===== src/rtl/epp_wr_pkg.sv =====
package epp_wr_pkg;
  typedef enum logic [2:0] {
    ST_IDLE  = 3'd0,
    ST_SETUP = 3'd1,
    ST_STB   = 3'd2,
    ST_WREL  = 3'd3,
    ST_HOLD  = 3'd4
  } epp_state_e;

  localparam logic [1:0] PORT_DATA = 2'd0;
  localparam logic [1:0] PORT_ADDR = 2'd1;
  localparam logic [1:0] PORT_STAT = 2'd2;
endpackage


===== src/rtl/epp_wr_sync.sv =====
module epp_wr_sync #(
  parameter int  STAGES = 2,
  parameter bit  RST_VAL = 1'b1
) (
  input  logic clk,
  input  logic rst_n,
  input  logic d_i,
  output logic q_o
);
  logic [STAGES-1:0] sr;

  always_ff @(posedge clk or negedge rst_n) begin
    if (!rst_n) sr <= {STAGES{RST_VAL}};
    else        sr <= {sr[STAGES-2:0], d_i};
  end

  assign q_o = sr[STAGES-1];
endmodule


===== src/rtl/epp_wr_timer.sv =====
module epp_wr_timer #(
  parameter int LIMIT = 550
) (
  input  logic clk,
  input  logic rst_n,
  input  logic run_i,
  output logic expire_o
);
  localparam int CW = (LIMIT > 2) ? $clog2(LIMIT) : 1;
  localparam logic [CW-1:0] LAST = CW'(LIMIT - 1);

  logic [CW-1:0] cnt;

  always_ff @(posedge clk or negedge rst_n) begin
    if (!rst_n)              cnt <= '0;
    else if (!run_i)         cnt <= '0;
    else if (cnt != LAST)    cnt <= cnt + 1'b1;
  end

  assign expire_o = run_i && (cnt == LAST);
endmodule


===== src/rtl/epp_wr_seq.sv =====
module epp_wr_seq
  import epp_wr_pkg::*;
#(
  parameter int DW = 8
) (
  input  logic          clk,
  input  logic          rst_n,
  input  logic [1:0]    host_addr,
  input  logic [DW-1:0] host_data,
  input  logic          host_wr_n,
  input  logic          port_dir,
  input  logic          ack_i,
  input  logic          expire_i,
  output logic          run_o,
  output logic          host_rdy,
  output logic          tmo_flag,
  output logic [DW-1:0] pd_o,
  output logic          pd_oe,
  output logic          nwrite_o,
  output logic          ndatastb_o,
  output logic          naddrstb_o
);
  epp_state_e    state, nxt;
  logic          armed;
  logic          tgt_addr, tgt_nxt;
  logic [DW-1:0] data_q;
  logic          new_wr, xfer_req, start, clr_req;
  logic          stb_phase;

  assign new_wr   = armed && !host_wr_n;
  assign xfer_req = !port_dir && !host_addr[1];
  assign start    = (state == ST_IDLE) && new_wr && xfer_req;
  assign clr_req  = (state == ST_IDLE) && new_wr && (host_addr == PORT_STAT) && host_data[0];

  always_comb begin
    nxt = state;
    unique case (state)
      ST_IDLE:  if (start) nxt = ST_SETUP;
      ST_SETUP: nxt = ST_STB;
      ST_STB:   if (ack_i || expire_i) nxt = ST_WREL;
      ST_WREL:  if (host_wr_n) nxt = ST_HOLD;
      ST_HOLD:  nxt = ST_IDLE;
      default:  nxt = ST_IDLE;
    endcase
  end

  assign tgt_nxt   = start ? host_addr[0] : tgt_addr;
  assign stb_phase = (nxt == ST_STB) || (nxt == ST_WREL);
  assign run_o     = (state == ST_STB);

  always_ff @(posedge clk or negedge rst_n) begin
    if (!rst_n) begin
      state      <= ST_IDLE;
      armed      <= 1'b0;
      tgt_addr   <= 1'b0;
      data_q     <= '0;
      tmo_flag   <= 1'b0;
      nwrite_o   <= 1'b1;
      pd_oe      <= 1'b0;
      ndatastb_o <= 1'b1;
      naddrstb_o <= 1'b1;
    end else begin
      state    <= nxt;
      tgt_addr <= tgt_nxt;
      if (host_wr_n)                       armed <= 1'b1;
      else if (state == ST_IDLE && armed)  armed <= 1'b0;
      if (start) data_q <= host_data;
      if (state == ST_STB && expire_i && !ack_i) tmo_flag <= 1'b1;
      else if (clr_req)                          tmo_flag <= 1'b0;
      nwrite_o   <= (nxt == ST_IDLE);
      pd_oe      <= (nxt != ST_IDLE);
      ndatastb_o <= !(stb_phase && !tgt_nxt);
      naddrstb_o <= !(stb_phase &&  tgt_nxt);
    end
  end

  assign pd_o = data_q;

  always_comb begin
    host_rdy = 1'b1;
    if (state == ST_SETUP || state == ST_STB) host_rdy = 1'b0;
    if (new_wr && ((state != ST_IDLE) || xfer_req)) host_rdy = 1'b0;
  end
endmodule


===== src/rtl/epp_wr_engine.sv =====
module epp_wr_engine #(
  parameter int CLK_MHZ = 50,
  parameter int TMO_NS  = 11000,
  parameter int DW      = 8
) (
  input  logic          clk,
  input  logic          rst_n,
  input  logic [1:0]    host_addr,
  input  logic [DW-1:0] host_data,
  input  logic          host_wr_n,
  input  logic          port_dir,
  output logic          host_rdy,
  output logic          tmo_flag,
  output logic [DW-1:0] pd_o,
  output logic          pd_oe,
  output logic          nwrite_o,
  output logic          ndatastb_o,
  output logic          naddrstb_o,
  input  logic          nwait_i
);
  localparam int TMO_CYC = (CLK_MHZ * TMO_NS) / 1000;

  logic ack_s, expire, run;

  epp_wr_sync #(.STAGES(2), .RST_VAL(1'b1)) u_sync (
    .clk(clk), .rst_n(rst_n), .d_i(nwait_i), .q_o(ack_s)
  );

  epp_wr_timer #(.LIMIT(TMO_CYC)) u_timer (
    .clk(clk), .rst_n(rst_n), .run_i(run), .expire_o(expire)
  );

  epp_wr_seq #(.DW(DW)) u_seq (
    .clk(clk), .rst_n(rst_n),
    .host_addr(host_addr), .host_data(host_data), .host_wr_n(host_wr_n),
    .port_dir(port_dir), .ack_i(ack_s), .expire_i(expire), .run_o(run),
    .host_rdy(host_rdy), .tmo_flag(tmo_flag), .pd_o(pd_o), .pd_oe(pd_oe),
    .nwrite_o(nwrite_o), .ndatastb_o(ndatastb_o), .naddrstb_o(naddrstb_o)
  );
endmodule


===== config.mk =====
export PLATFORM = sky130hd
export DESIGN_NAME = epp_wr_engine
export DESIGN_NICKNAME = d
export VERILOG_FILES = /design/src/rtl/epp_wr_pkg.sv /design/src/rtl/epp_wr_sync.sv /design/src/rtl/epp_wr_timer.sv /design/src/rtl/epp_wr_seq.sv /design/src/rtl/epp_wr_engine.sv
export SDC_FILE = /design/constraint.sdc
export NUM_CORES = 1
export LEC_CHECK = 0
export ABC_AREA = 1
export BUFFER_PORTS_ARGS = -buffer_cell sky130_fd_sc_hd__buf_4
export CORE_MARGIN = 3
export CORE_UTILIZATION = 43
export CTS_BUF_LIST = sky130_fd_sc_hd__clkbuf_2
export CTS_CLUSTER_DIAMETER = 50
export DETAILED_ROUTE_END_ITERATION = 10
export PLACE_DENSITY = 0.65
export SYNTH_ARGS = -nofsm -noshare
export SYNTH_HDL_FRONTEND = slang
export SYNTH_SLANG_ARGS = --single-unit
export TNS_END_PERCENT = 100

===== constraint.sdc =====
create_clock -name clk -period 3.3 [get_ports clk]
set_clock_uncertainty 0.2 [all_clocks]
set_input_delay 0.33 -clock clk [delete_from_list [all_inputs] [get_ports clk]]
set_output_delay 0.33 -clock clk [all_outputs]
set_load 0.05 [all_outputs]

==> summary.txt <==
STA
  • RSZ-0062 raised after global routing: no
  • Setup WS post-layout: about 1.1 ns
  • Period utilisation layout: 66.1%
  • Post-route setup TNS: 0 ns
  • Rel. slew slack: 76.0%
  • Setup violations, final: 0
  • Worst Max-Slew Pin Slew: ~0.36 ns
  • Fmax: roughly 0.46 GHz
  • Minimum hold slack: 0.0295 ns
  • Final Hold Fails: 0
  • Post-route minimum period: around 2.2 ns
  • Slew Limit Fails: 0

Detailed routing
  • Vias: about 1100
  • DRT Wirelength: 2.67 mm
  • Post-DR wirelength/cell: ~11 um
  • DR iter-0 viols: between 50 and 60
  • Antenna-violating nets left: 0
  • Post-route DRC: 0
  • DR vias/cell: 4.64
  • DRT Pass-1 Iters: 4

Setup path
  • Top Family by Delay on Critical Path: flip-flops
  • Endpoint type of the worst setup path: output pin
  • Critical Path Source Type: register
  • Max incr delay on CP: 0.48 ns
  • Critical path class: reg -> out
  • Data arrival time of the worst path: 1.65 ns
  • CP Buf/Inv Count: 1
  • Slowest CP cell: dfrtp_1
  • Worst-path maximum fanout: 5
  • Critical Path, Cell by Cell: nor3_4 > o21ai_0 > a22oi_1 > buf_4
  • Req. time, crit path: roughly 2.8 ns

Global routing
  • GRT Total Usage: about 16%
  • Global-route wire length before repair: a little under 5 mm
  • Antenna violations before repair: 0
  • Largest net degree at the start of global routing: 31
  • Vias in the first global route: roughly 1200
  • Grt total ovfl: 0

Placement
  • Final HPWL DP: roughly 1.9 mm
  • GP Congestion: 0.770
  • Number of buffers added on ports: 28
  • Dpl ws: roughly 1.5 ns
  • Dpl cell area: 0.00164 mm2

Synthesis
  • Cells after Synth: ~150
  • Synth Area per Inst: between 9 and 10 um2
  • Seq/Total Area, Yosys: a little over half
  • Synth unique cells: 26
  • Synth Area in XOR/XNOR: 0%
  • Compound-cell area share of the yosys netlist: between 10% and 20%
  • Area share of and/or/nand/nor cells after synthesis: between 20% and 30%
  • Register bit total from synthesis: 30
  • Mapped Area: 0.00139 mm2
  • Adder-cell share of the synthesized area: between 1.5 and 2%
  • Main combinational cell family by area after synthesis: simple AND/OR/NAND/NOR gates
  • Post-Syn Nets: 164
  • YS warnings: 0
  • Mux share of post-synthesis cell area: 0%

Clock network
  • Worst-Skew Late Latency: ~0.35 ns
  • Clock slew at reported path FFs: roughly 0.14 ns
  • CTS tree: built
  • CTS sink cnt: 30
  • Clk buf depth: 2
  • CTS H-tree lvls: 2
  • Post_cts resized: 0
  • Root buffer cell: clkbuf_2
  • TritonCTS Buffers: 5

Final layout
  • Syn-to-layout area delta: 28.4%
  • Design area: roughly 0.0018 mm2
  • Final #Nets: 208
  • Antenna diode count: 0
  • Multi-input logic area: roughly 520 um2
  • Share of post-route cells with drive strength above 1: around 34%
  • FF/Latch Area: between 700 and 800 um2
  • Filler Cells Inserted: between 200 and 300

Die
  • Initial Util: between 40% and 50%
  • DIE AREA: between 0.003 and 0.004 mm2
  • Die height: around 63 um
  • Site Rows: 20
  • Die W: between 60 and 70 um
  • I/O pin cnt: 29
  • Total core area: about 0.003 mm2

Power
  • PwrDens: about 860 mW/mm2
  • VDD IR max: about 0.00054 V
  • Leak Pwr: between 0.8 and 0.9 nW

Worst hold path
  • Hold WC Path Type: in -> reg

Run
  • Max Cap Violations: 0

Status
  • Status: finished, final reports clean
==> Yosys cell counts <==
| cell type | count | share of area (%) |
|---|---|---|
| a21oi_1 | 4 | 1.4 |
| a21oi_2 | 1 | 0.63 |
| a22oi_1 | 1 | 0.54 |
| a31oi_1 | 2 | 0.90 |
| a31oi_2 | 1 | 0.90 |
| buf_6 | 1 | 0.81 |
| dfrtp_1 | 25 | 45 |
| dfstp_2 | 5 | 9.5 |
| ha_1 | 2 | 1.8 |
| inv_1 | 23 | 6.2 |
| inv_2 | 3 | 0.81 |
| nand2_1 | 23 | 6.2 |
| nand2_2 | 4 | 1.8 |
| nand3_1 | 7 | 2.5 |
| nand3_2 | 2 | 1.4 |
| nand3_4 | 1 | 1.3 |
| nand4_1 | 3 | 1.4 |
| nor2_1 | 14 | 3.8 |
| nor2_2 | 2 | 0.90 |
| nor3_1 | 2 | 0.72 |
| nor3_2 | 1 | 0.72 |
| nor3_4 | 1 | 1.2 |
| nor3b_1 | 2 | 1.1 |
| o21ai_0 | 4 | 1.4 |
| o21ai_1 | 4 | 1.4 |
| o21ai_2 | 9 | 5.7 |
==> logic make-up (layout without fill, tap and decap cells) <==
kind of cell	after synthesis	after routing
AND/OR/NAND/NOR	62	62
flip-flops	30	30
buffers and inverters	27	72
AO/OA/AOI/OAI	26	26
adder cells (fa/ha/maj)	2	2
==> area by class of cell <==
cell class / count / share of cell area [%]
clock inverter: 2 / 0.561
inverter: 26 / 5.47
clock buffer: 6 / 1.68
timing repair buffer: 38 / 17.4
multi-input combinational: 90 / 29.4
tap: 44 / 3.09
sequential: 30 / 42.4
==> worst paths after layout <==
| kind | start | endpoint | slack, ns | depth (start not counted) |
|---|---|---|---|---|
| worst max register to register | u_seq.state[1] | u_seq.nwrite_o | 1.63 | 6 |
| worst max-delay path | u_seq.state[1] | host_rdy | 1.12 | 4 |
| worst min register to register | u_sync.sr[0] | u_sync.sr[1] | 0.17 | 0 |
| worst min-delay path | host_wr_n | u_seq.armed | 0.03 | 3 |
| max in group asynchronous | rst_n | u_sync.sr[0] | 2.36 | 2 |
| min in group asynchronous | rst_n | u_timer.cnt[0] | 0.22 | 2 |
==> report_power, final <==
part	switching (W)	internal, W	leakage, nW
clock network	0.000124	0.0000533	0.0327
logic	0.000545	0.000247	0.478
registers	0.0000782	0.000492	0.372
total	0.000747	0.000792	0.883
==> registers in the layout, indices dropped and copies added, names as in the netlist <==
| register | count |
|---|---|
| u_seq.armed | 1 |
| u_timer.cnt | 10 |
| u_seq.pd_oe | 1 |
| u_seq.ndatastb_o | 1 |
| u_sync.sr | 2 |
| u_seq.state | 3 |
| u_seq.tgt_addr | 1 |
| u_seq.tmo_flag | 1 |
| u_seq.nwrite_o | 1 |
| u_seq.pd_o | 8 |
| u_seq.naddrstb_o | 1 |
==> repair_timing <==
item,CTS,global route
setup buffers,0,0
endpoints found under the hold margin,38,1
hold buffers,9,1
==> routing by layer <==
layer | share of wire (%) | vias to the layer above | wire (um) | GRT usage, %
met3 | 4.8 | 4 | 127 | 5.40
met2 | 51 | 26 | 1360 | 26.8
met1 | 43 | 505 | 1160 | 18.8
li1 | - | 559 | - | -
met5 | 0 | - | 0 | 0
met4 | 1.1 | 0 | 29 | 5.79
==> per-stage QoR <==
step,util [%],total power (W),instances
floorplan,-,0.00114,147
global placement,53.4,0.00134,218
detailed placement,53.4,0.00136,218
CTS,57.6,0.00155,235
global route,58.0,0.00165,236
finish,58.0,0.00154,236
==> worst register-to-register path: cells and delay by family (launching register included) <==
family | cells | cell delay [ns]
and+or+nand+nor | 6 | 0.93
DFF | 1 | 0.48
==> placed cells by master (no fill, tap or decap), drive strengths merged <==
cell type / count
nor3b: 2
nand4: 3
dfrtp: 25
a21oi: 5
dfstp: 5
a22oi: 1
ha: 2
nor2: 16
inv: 26
nor3: 4
nand2: 27
o21ai: 17
clkbuf: 6
nand3: 10
a31oi: 3
clkinv: 2
dlygate4sd3: 10
buf: 28
(Power assumes the default switching activity.)
